$ cat src/rtl/mrl_pkg.sv
package mrl_pkg;
  typedef enum logic [1:0] {
    ST_IDLE = 2'd0,
    ST_REQ  = 2'd1,
    ST_WAIT = 2'd2
  } mrlState_t;

  typedef struct packed {
    logic load;     // capture range and address
    logic advance;  // step pointer, address and remaining count
  } mrlStrobe_t;
endpackage

$ cat src/rtl/mrl_datapath.sv
module mrl_datapath #(
  parameter int ADDR_W     = 32,
  parameter int REG_COUNT  = 16,
  parameter int WORD_BYTES = 4,
  localparam int IDX_W = $clog2(REG_COUNT)
) (
  input  logic                clk,
  input  logic                rstN,
  input  mrl_pkg::mrlStrobe_t strobe,
  input  logic [IDX_W-1:0]    firstReg,
  input  logic [IDX_W-1:0]    lastReg,
  input  logic [ADDR_W-1:0]   baseAddr,
  output logic [ADDR_W-1:0]   curAddr,
  output logic [IDX_W-1:0]    curIdx,
  output logic                lastWord
);
  localparam logic [ADDR_W-1:0] ADDR_STEP = ADDR_W'(WORD_BYTES);

  logic [IDX_W-1:0]  ptrQ;
  logic [IDX_W-1:0]  remainQ;
  logic [ADDR_W-1:0] addrQ;

  // Index arithmetic wraps naturally in IDX_W bits (REG_COUNT a power of two).
  always_ff @(posedge clk or negedge rstN) begin
    if (!rstN) begin
      ptrQ    <= '0;
      remainQ <= '0;
      addrQ   <= '0;
    end else if (strobe.load) begin
      ptrQ    <= firstReg;
      remainQ <= lastReg - firstReg;
      addrQ   <= baseAddr;
    end else if (strobe.advance) begin
      ptrQ    <= ptrQ + 1'b1;
      remainQ <= remainQ - 1'b1;
      addrQ   <= addrQ + ADDR_STEP;
    end
  end

  assign curAddr  = addrQ;
  assign curIdx   = ptrQ;
  assign lastWord = (remainQ == '0);
endmodule

$ cat src/rtl/mrl_ctrl.sv
module mrl_ctrl (
  input  logic                clk,
  input  logic                rstN,
  input  logic                startPulse,
  input  logic                memReqReady,
  input  logic                memRspValid,
  input  logic                memRspErr,
  input  logic                lastWord,
  output mrl_pkg::mrlStrobe_t strobe,
  output logic                memReq,
  output logic                rfWrEn,
  output logic                busy,
  output logic                done,
  output logic                fault
);
  import mrl_pkg::*;

  mrlState_t stateQ, stateD;
  logic      doneQ, faultQ;
  logic      rspOk, rspBad;

  assign rspOk  = (stateQ == ST_WAIT) && memRspValid && !memRspErr;
  assign rspBad = (stateQ == ST_WAIT) && memRspValid && memRspErr;

  always_comb begin
    stateD = stateQ;
    unique case (stateQ)
      ST_IDLE: if (startPulse) stateD = ST_REQ;
      ST_REQ:  if (memReqReady) stateD = ST_WAIT;
      ST_WAIT: begin
        if (rspBad) stateD = ST_IDLE;
        else if (rspOk) stateD = lastWord ? ST_IDLE : ST_REQ;
      end
      default: stateD = ST_IDLE;
    endcase
  end

  always_ff @(posedge clk or negedge rstN) begin
    if (!rstN) begin
      stateQ <= ST_IDLE;
      doneQ  <= 1'b0;
      faultQ <= 1'b0;
    end else begin
      stateQ <= stateD;
      doneQ  <= rspOk && lastWord;
      faultQ <= rspBad;
    end
  end

  always_comb begin
    strobe         = '0;
    strobe.load    = (stateQ == ST_IDLE) && startPulse;
    strobe.advance = rspOk;
  end

  assign memReq = (stateQ == ST_REQ);
  assign rfWrEn = rspOk;
  assign busy   = (stateQ != ST_IDLE);
  assign done   = doneQ;
  assign fault  = faultQ;
endmodule

$ cat src/rtl/multi_reg_loader.sv
module multi_reg_loader #(
  parameter int ADDR_W    = 32,
  parameter int DATA_W    = 32,
  parameter int REG_COUNT = 16,
  localparam int IDX_W = $clog2(REG_COUNT)
) (
  input  logic              clk,
  input  logic              rstN,
  input  logic              startPulse,
  input  logic [IDX_W-1:0]  firstReg,
  input  logic [IDX_W-1:0]  lastReg,
  input  logic [ADDR_W-1:0] baseAddr,
  output logic              memReq,
  output logic [ADDR_W-1:0] memAddr,
  input  logic              memReqReady,
  input  logic              memRspValid,
  input  logic [DATA_W-1:0] memRspData,
  input  logic              memRspErr,
  output logic              rfWrEn,
  output logic [IDX_W-1:0]  rfWrIdx,
  output logic [DATA_W-1:0] rfWrData,
  output logic              busy,
  output logic              done,
  output logic              fault
);
  localparam int WORD_BYTES = DATA_W / 8;

  mrl_pkg::mrlStrobe_t strobe;
  logic                lastWord;

  mrl_ctrl u_ctrl (
    .clk         (clk),
    .rstN        (rstN),
    .startPulse  (startPulse),
    .memReqReady (memReqReady),
    .memRspValid (memRspValid),
    .memRspErr   (memRspErr),
    .lastWord    (lastWord),
    .strobe      (strobe),
    .memReq      (memReq),
    .rfWrEn      (rfWrEn),
    .busy        (busy),
    .done        (done),
    .fault       (fault)
  );

  mrl_datapath #(
    .ADDR_W     (ADDR_W),
    .REG_COUNT  (REG_COUNT),
    .WORD_BYTES (WORD_BYTES)
  ) u_dp (
    .clk      (clk),
    .rstN     (rstN),
    .strobe   (strobe),
    .firstReg (firstReg),
    .lastReg  (lastReg),
    .baseAddr (baseAddr),
    .curAddr  (memAddr),
    .curIdx   (rfWrIdx),
    .lastWord (lastWord)
  );

  assign rfWrData = memRspData;
endmodule

$ cat config.mk
export PLATFORM = sky130hd
export DESIGN_NAME = multi_reg_loader
export DESIGN_NICKNAME = d
export VERILOG_FILES = /design/src/rtl/mrl_pkg.sv /design/src/rtl/mrl_datapath.sv /design/src/rtl/mrl_ctrl.sv /design/src/rtl/multi_reg_loader.sv
export SDC_FILE = /design/constraint.sdc
export NUM_CORES = 1
export LEC_CHECK = 0
export ABC_AREA = 1
export ABC_CLOCK_PERIOD_IN_PS = 2900
export BUFFER_PORTS_ARGS = -buffer_cell sky130_fd_sc_hd__buf_2
export CAP_MARGIN = 20
export CORE_MARGIN = 4
export CORE_UTILIZATION = 45
export CTS_CLUSTER_DIAMETER = 50
export CTS_CLUSTER_SIZE = 24
export DETAILED_ROUTE_END_ITERATION = 16
export MAX_ROUTING_LAYER = met4
export PLACE_DENSITY = 0.78
export SYNTH_ARGS = -nofsm -noshare
export SYNTH_HDL_FRONTEND = slang
export SYNTH_SLANG_ARGS = --single-unit
$ cat constraint.sdc
create_clock -name clk -period 2.9 [get_ports clk]
set_input_delay 0.145 -clock clk [delete_from_list [all_inputs] [get_ports clk]]
set_output_delay 0.145 -clock clk [all_outputs]
set_load 0.01 [all_outputs]
## Word level (Yosys, flattened, before mapping)

Index checks and enable logic that the tools add are counted.

- Bits in registers: 44
- Latch bits: 0
- Bits in writable memories: 0
- Memory bits (read-only): 0
- Input bits: 78
- Output and inout port bits: 73
- Word-level logic and storage cells: 38
- Memories kept: 0

- Add/sub/neg operators: 4
- Multipliers: 0
- Divide/modulo/power cells: 0
- Order comparisons: 0
- Eq/ne operators: 5
- Shift operators: 0
- Mux-type cells: 12
- Bitwise operators: 0
- Reductions and logical operators: 11

Operator list:

| cell | number |
|---|---|
| two-way mux 32 bit | 2 |
| adder 32 x 3 -> 32 bit, second input constant | 1 |
| two-way mux 4 bit | 4 |
| two-way mux 2 bit | 4 |
| one-hot mux 2 bit (3 select lines) | 1 |
| logical AND 1 bit | 5 |
| adder 4 x 1 -> 4 bit, second input constant | 1 |
| zero test 4 bit | 1 |
| nonzero test 2 bit | 2 |
| subtractor 4 x 1 -> 4 bit, second input constant | 1 |
| subtractor 4 bit | 1 |
| inequality test 3 x 1 -> 1 bit, second input constant | 1 |
| AND reduction 3 bit | 1 |
| equality test 2 x 1 -> 1 bit, second input constant | 1 |
| equality test 2 bit, second input constant | 1 |
| zero test 2 bit | 1 |
| inequality test 2 x 1 -> 1 bit, second input constant | 1 |
| inequality test 2 bit, second input constant | 1 |
| zero test 1 bit | 1 |
| two-way mux 1 bit | 1 |

## Longest topological paths before layout

Gate-level depths: netlist of run 1.

- Depth after elaboration: 6
- Depth in mapped cells: 10

## By module

A second synthesis of run 1 with hierarchy kept.

- Cells, all modules: 443
- Area total of the unflattened synthesis: 3243.1 sq um

By module, submodules not included:

| module | times used | cells an instance | area each (sq um) | sequential area each (sq um) |
|---|---|---|---|---|
| mrl_datapath | 1 | 382 | 2782.7 | 1001.0 |
| multi_reg_loader | 1 | 32 | 240.2 | 0.0 |
| mrl_ctrl | 1 | 29 | 220.2 | 100.1 |

## Worst setup path before layout of run 1

No wires, ideal clock.

- Path kind: flip-flop to flip-flop
- From: reg u_dp.addrQ[3] (netlist: u_dp.curAddr[3])
- To: reg u_dp.addrQ[22] (netlist: u_dp.curAddr[22])
- Library setup time: 116 ps
- Arrival time: 1376 ps
- Setup slack: 1407 ps
- Cell stages (with the launch flop): 11
- Clock period less this slack: 1493 ps
- Cells stage by stage: dfrtp_1 -> ha_1 -> nand2_1 -> nor2_2 -> nand2_1 -> nor2_2 -> nand2_1 -> nand2_1 -> nand3_1 -> nand2_1 -> nand2_1

- Longest elaborated chain between the ends: 3

RTL lines:

| element | line | RTL |
|---|---|---|
| from (decl) | mrl_datapath.sv:21 | `logic [ADDR_W-1:0] addrQ;` |
| from (signal assigned) | mrl_datapath.sv:32 | `addrQ <= baseAddr;` |
| from (signal assigned) | mrl_datapath.sv:36 | `addrQ <= addrQ + ADDR_STEP;` |
| adder 32 x 3 -> 32 bit | mrl_datapath.sv:36 |  |
| two-way mux 32 bit | mrl_datapath.sv:33 | `end else if (strobe.advance) begin` |
| two-way mux 32 bit | mrl_datapath.sv:29 | `end else if (strobe.load) begin` |

Every way passes these cells. The select of a mux whose other input is x is not followed.
A chain may end at the register's enable or synchronous reset.

## Worst setup path in the final report of run 1

- From: reg u_ctrl.stateQ[0]
- To: out rfWrEn

- Longest elaborated chain between the ends: 3

RTL lines:

| element | line | RTL |
|---|---|---|
| from (decl) | mrl_ctrl.sv:18 | `mrlState_t stateQ, stateD;` |
| from (signal assigned) | mrl_ctrl.sv:44 | `stateQ <= stateD;` |
| equality test 2 bit | mrl_ctrl.sv:22 | `assign rspOk = (stateQ == ST_WAIT) && memRspValid && !memRspErr;` |
| logical AND 1 bit (2 in series) | mrl_ctrl.sv:22 |  |
| to (decl) | multi_reg_loader.sv:19 | `output logic rfWrEn,` |

Every way passes these cells.

==> results of run 1 <==
worst max-delay path: stages, from the launching register on:
cell      delay (ns)
dfrtp_1         0.44
nor2_4          0.17
nand3b_4        0.24
inv_2           0.40
buf_2           0.21
sequential cells by signal (all words and copies together), names as in the netlist:
name	cells
u_dp.curAddr	32
u_ctrl.done	1
u_ctrl.fault	1
u_dp.curIdx	4
u_ctrl.stateQ	2
u_dp.remainQ	4
cells by family after synthesis:
| logic type | after synthesis | share of synthesized area [%] |
|---|---|---|
| simple gates | 273 | 35.3 |
| fa+ha+maj | 7 | 2.98 |
| flops | 44 | 34.5 |
| buf+inv | 90 | 15.2 |
| xor+xnor | 12 | 3.29 |
| compound gates | 46 | 8.74 |
worst paths after layout:
| check | startpoint | to | slack, ns | depth (start not counted) |
|---|---|---|---|---|
| worst max-delay path | u_ctrl.stateQ[0] | rfWrEn | 0.99 | 4 |
| worst min-delay path | baseAddr[0] | u_dp.curAddr[0] | 0.03 | 3 |
| worst max register to register | u_ctrl.stateQ[0] | u_dp.curAddr[28] | 1.00 | 7 |
| worst min register to register | u_dp.curAddr[1] | u_dp.curAddr[1] | 0.49 | 2 |
| max in group asynchronous | rstN | u_ctrl.done | 2.03 | 3 |
| min in group asynchronous | rstN | u_dp.curIdx[2] | 0.36 | 2 |
power breakdown:
group | internal (mW) | switching [mW] | total [mW]
clock network | 0.194 | 0.226 | 0.420
registers | 0.889 | 0.360 | 1.25
logic | 0.627 | 0.942 | 1.57
stage by stage:
| step | total power [mW] | setup slack (ns) | hold WS, ns | std cells |
|---|---|---|---|---|
| 2_1_floorplan | 2.31 | 1.41 | -0.151 | 472 |
| 3_3_place_gp | 2.76 | 1.06 | 0.290 | 611 |
| 3_5_place_dp | 2.82 | 0.993 | 0.290 | 611 |
| 4_1_cts | 3.24 | 0.978 | 0.0291 | 619 |
| 5_1_grt | 3.53 | 0.755 | 0.0271 | 621 |
| 6_report | 3.24 | 0.991 | 0.0338 | 621 |
metal layers:
metal | share of wire (%) | global-route usage (%) | routed length [um]
met5 | 0 | - | 0
met4 | 2.1 | 8.17 | 174
met3 | 6.7 | 3.61 | 561
met2 | 49 | 35.4 | 4080
met1 | 42 | 24.3 | 3540
area by class of cell:
class                      instances  area, um2  area share (%)
timing repair buffer              89        475            13.3
clock buffer                       7       86.3            2.42
tap                               96        120            3.36
inverter                          46        173            4.84
sequential                        44       1100            30.8
multi-input combinational        338       1610            45.0
clock inverter                     1       7.51           0.210
cell usage in the layout (no fill, tap or decap):
| cell type | n |
|---|---|
| clkbuf_1 | 1 |
| clkinvlp_4 | 1 |
| buf_2 | 86 |
| buf_16 | 1 |
| dfrtp_1 | 44 |
| nand2_1 | 149 |
| buf_4 | 1 |
| nor3_1 | 4 |
| a21oi_1 | 14 |
| dlygate4sd3_1 | 1 |
| o211ai_1 | 5 |
| nor2_2 | 5 |
| a31oi_1 | 2 |
| a211oi_2 | 2 |
| nand3_1 | 37 |
| o21ai_0 | 9 |
| nand2_2 | 2 |
| inv_2 | 5 |
| nor2_1 | 72 |
| xnor2_1 | 6 |
| inv_1 | 41 |
| nor2_4 | 2 |
| xor2_1 | 6 |
| ha_1 | 6 |
| nand3b_4 | 1 |
| o22ai_1 | 2 |
| o21ai_1 | 6 |
| o21bai_1 | 5 |
| fa_1 | 1 |
| nand3b_1 | 1 |
| clkbuf_8 | 6 |
| o221ai_1 | 1 |
what timing repair did:
| item | 4_1_cts | 5_1_grt |
|---|---|---|
| setup endpoints to repair | 0 | 0 |
| hold buffers | 0 | 1 |
| hold endpoints to repair | 0 | 21 |
==> summary.txt, run 1 <==
GRT
  – Largest net degree at the start of global routing: 45
  – Vias in the first global route: roughly 3.1k
  – First-pass GRT wire length: between 10000 and 15000 um
  – Gr ovfl total: 0
  – Number of antenna violations at the first check in global routing: 0
  – Gr usage total: 20.8%

Cells and area
  – Layout Area Growth over Synthesis: 11.8%
  – Final instance area: around 0.0036 mm2
  – Final Core Density: 52.3%
  – Share of cells above drive strength 1: about a fifth
  – Final Net Count: 609
  – Diode count: 0
  – Fillers: about 700

Timing
  – Slew @ Worst Pin: ~0.57 ns
  – Skew final: 0.00790 ns
  – Tcrit/Tclk final: roughly two thirds
  – Min Tclk post-route: ~1.9 ns
  – Slew headroom: about 62%
  – Pins Over Slew Limit: 0
  – Sum Neg Setup Slack: 0 ns
  – Peak Freq: between 500 and 600 MHz
  – RSZ-0062 raised after global routing: false
  – # setup viols final: 0
  – Final-report hold violation count: 0

Die
  – Die W: 92.2 um
  – # IOs: approximately 150
  – Core area: between 0.006 and 0.007 mm2
  – DIE AREA: 0.00851 mm2
  – Initial core utilization: 46.7%
  – FP Rows: 30
  – Chip height: roughly 92 um

Setup path
  – Startpoint Class: register
  – CP max FO: 21
  – CP Data Required Time: about 2.8 ns
  – CP Class: reg -> out
  – CP endpoint kind: output pin
  – Worst path arrival time: about 1.8 ns

Hold path
  – Hold WC Path Type: in -> reg

Status
  – Status: finished clean

Clock tree
  – H-tree levels: 2
  – Root buf cell: clkbuf_8
  – Clock sinks: 44
  – Setup Fix Bufs, Post-CTS: 0
  – Longest Clk Path Bufs: 2
  – Cts bufs inserted: 5
  – Clock Pin Slew Worst Setup and Hold Paths: 0.08 ns
  – Insertion delay to the later sink of the worst-skew pair: 0.31 ns
  – Post-CTS sizing: 0
  – CTS tree: built

Placement
  – DP Area: between 0.003 and 0.004 mm2
  – GPL Wtd Cong: 0.920
  – HPWL Detailed: just over 6000 um
  – IO Port Bufs: 86

Logic synthesis
  – Syn nets: 557
  – Number of synthesized register bits: between 40 and 50
  – Cells after Synth: approximately 470
  – Post-synth EDFFs: 0
  – Most numerous cell in the Yosys netlist: nand2_1
  – Asr flop ratio synth: between 90% and 100%
  – Seq/Total Area, Yosys: between 30% and 40%
  – Commonest cells in the netlist: nand2_1, nor2_1, dfrtp_1
  – Synth area leaders: dfrtp_1, nand2_1, nor2_1
  – Synth Area per Inst: around 6.8 um2
  – Synth warnings: 0
  – Ys flop type: dfrtp_1
  – Yosys top cell area share: 34.5%
  – Distinct cell type count after synthesis: 30
  – Top cell type by total area after synthesis: dfrtp_1
  – Cell area after synthesis: 0.00319 mm2

Flow run
  – Max Cap Viol: 0

Route
  – Routed Wire Length: 8350 um
  – Via count: approximately 3.2k
  – Final ANT Viol Nets: 0
  – Drt drc: 0
  – Drt wl/cell: between 10 and 15 um
  – Drt first pass iters: 5
  – Initial DRC Count: 250
  – Via/cell ratio: about 5.1

Power and ir drop
  – Lkg Pwr: approximately 1.8 nW
  – PwrDens: slightly above 900 mW/mm2
  – Maximum VDD drop: approximately 480 uV
No activity file was read; power rests on OpenSTA's default activity.
==> run 2, diff against run 1 <==
ABC_CLOCK_PERIOD_IN_PS = 1800   (was 2900)
clock period = 1.8 ns   (was 2.9 ns; I/O delays follow)
==> run 2 against run 1 <==
Count of clock-buffer cells in the layout is 2 lower. Power is 66% higher. Flip-flop and latch count stayed put. Global-route usage is 0.11 points lower. Non-clock buffer count is 9 higher. Register-to-register slack worse by 0.79 ns. Combinational power is 64% higher. Die area stayed put. Critical path depth stayed put. Clock power is 94% higher. Worst hold slack worse by 0.032 ns. Sequential power is 59% higher. Largest power group unchanged.
==> summary.txt, run 2 (synthesis results as in run 1) <==
Status
  – Status: finished clean

Timing
  – Slew @ Worst Pin: 0.583 ns
  – Sum Neg Setup Slack: 0 ns
  – Skew final: between 0.01 and 0.015 ns
  – Final-report hold violation count: 0
  – Min Tclk post-route: 1.68 ns
  – Peak Freq: ~590 MHz
  – RSZ-0062 raised after global routing: false
  – Pins Over Slew Limit: 0
  – # setup viols final: 0
  – Tcrit/Tclk final: 93.5%
  – Slew headroom: 61.1%

Clock tree
  – CTS tree: built
  – Clock sinks: 44
  – Insertion delay to the later sink of the worst-skew pair: around 0.32 ns
  – H-tree levels: 2
  – Clock Pin Slew Worst Setup and Hold Paths: approximately 0.1 ns
  – Root buf cell: clkbuf_8
  – Cts bufs inserted: 5
  – Longest Clk Path Bufs: 2

Cells and area
  – Most frequent cells in the layout: nand2_1, buf_2, nor2_1
  – Most common cell after layout, fill and taps aside: nand2_1
  – Fillers: about 710
  – Final Net Count: 618
  – Share of cells above drive strength 1: approximately 22%
  – Max reg flops: 32
  – Final Core Density: between 50% and 60%
  – Diode count: 0
  – Layout Area Growth over Synthesis: 14.6%

Route
  – Drt first pass iters: 5
  – Via/cell ratio: a little under 5
  – Initial DRC Count: 148
  – Drt drc: 0
  – Final ANT Viol Nets: 0
  – Drt wl/cell: around 13 um
  – Via count: just over 3k
  – Routed Wire Length: approximately 8400 um

Setup path
  – CP Class: reg -> out
  – CP endpoint: rfWrEn
  – Critical Path Slowest Stage Cell: dfrtp_1
  – Cell Chain, Critical Path: nor2_4 -> nand3b_4 -> inv_2 -> buf_2
  – R2R Path Start: u_dp.curAddr[2]
  – Max incr delay on CP: roughly 0.43 ns
  – FF-to-FF path depth: 8
  – Worst path arrival time: approximately 1.6 ns
  – Reg-to-reg slack, setup: about 0.21 ns
  – CP endpoint kind: output pin
  – CP Data Required Time: between 1.5 and 2 ns
  – R2r endpoint: u_dp.curAddr[30]
  – CP max FO: 21
  – Crit. Startpoint: u_ctrl.stateQ[0]
  – Startpoint Class: register

Die
  – FP Rows: 30
  – Chip height: approximately 90 um
  – # IOs: about 150
  – DIE AREA: between 0.008 and 0.009 mm2
  – Die W: approximately 92 um
  – Core area: 0.00683 mm2
  – Initial core utilization: 46.7%

GRT
  – Vias in the first global route: between 2k and 3k
  – Number of antenna violations at the first check in global routing: 0
  – First-pass GRT wire length: roughly 14000 um
  – Gr usage total: 20.6%
  – Gr ovfl total: 0
  – Largest net degree at the start of global routing: 45

Placement
  – HPWL Detailed: 6240 um
  – IO Port Bufs: 86
  – GPL Wtd Cong: a little under 0.9

Power and ir drop
  – PwrDens: between 1000 and 1500 mW/mm2
  – Maximum VDD drop: ~660 uV
  – Lkg Pwr: approximately 1.9 nW

Flow run
  – Max Cap Viol: 0

Hold path
  – Hold WC Path Type: in -> reg
-- run 2: cell count changes in the layout (fill, tap and decap cells not counted), sizes merged --
cell,previous run,this run
dlygate4sd3,1,6
clkbuf,7,5
bufinv,0,1
inv,46,47
buf,88,92
-- run 2: per-stage QoR --
step / area [um2] / power [mW] / worst slack [ns] / instances / hold WS, ns
2_1_floorplan: 3190 / 3.73 / 0.307 / 472 / -0.206
3_3_place_gp: 3480 / 4.50 / 0.212 / 616 / 0.180
3_5_place_dp: 3480 / 4.57 / 0.160 / 616 / 0.180
4_1_cts: 3650 / 5.40 / 0.115 / 630 / 0.00191
5_1_grt: 3660 / 5.83 / 0.00312 / 630 / 0.00684
6_report: 3660 / 5.38 / 0.117 / 630 / 0.00223
-- run 2: timing repair --
item | CTS | global route
hold buffers | 6 | 0
buffers inserted | 0 | 0
endpoints found under the setup margin | 0 | 3
hold endpoints to repair | 49 | 0
gates resized for setup | 0 | 2
-- run 2: per-layer routing --
layer | wire (um) | up-vias | GRT usage [%]
met4 | 170 | 0 | 7.05
met5 | 0 | - | -
li1 | - | 1570 | -
met2 | 3990 | 112 | 34.2
met1 | 3600 | 1421 | 25.0
met3 | 629 | 16 | 4.35
-- run 2: power by group --
group	switching [mW]	internal, mW	leakage, nW	total (mW)
registers	0.560	1.43	0.539	1.99
logic	1.53	1.04	1.29	2.57
clock network	0.397	0.419	0.0548	0.815
-- run 2: worst min path at each step --
stage	startpoint	endpoint	slack, ns	depth (start not counted)
floorplan	rstN	u_ctrl.done	-0.21	0
CTS	baseAddr[21]	u_dp.curAddr[21]	0.002	3
global placement	memRspData[15]	rfWrData[15]	0.18	0
detailed placement	memRspData[15]	rfWrData[15]	0.18	0
global route	firstReg[3]	u_dp.curIdx[3]	0.007	3
finish	baseAddr[18]	u_dp.curAddr[18]	0.002	3
-- run 2: area by class of cell --
| type | count | area [um2] | area share (%) |
|---|---|---|---|
| multi-input cells | 338 | 1620 | 44.1 |
| well taps | 96 | 120 | 3.28 |
| flip-flops and latches | 44 | 1100 | 30.1 |
| repair buffers | 98 | 536 | 14.6 |
| clock buffers | 5 | 68.8 | 1.88 |
| clock inverters | 3 | 46.3 | 1.26 |
| inverters | 46 | 173 | 4.72 |
-- run 2: critical path: cells and delay by family (launching register included) --
kind          cells  cell delay [ns]
simple gates      2             0.29
flops             1             0.43
buf+inv           2             0.55
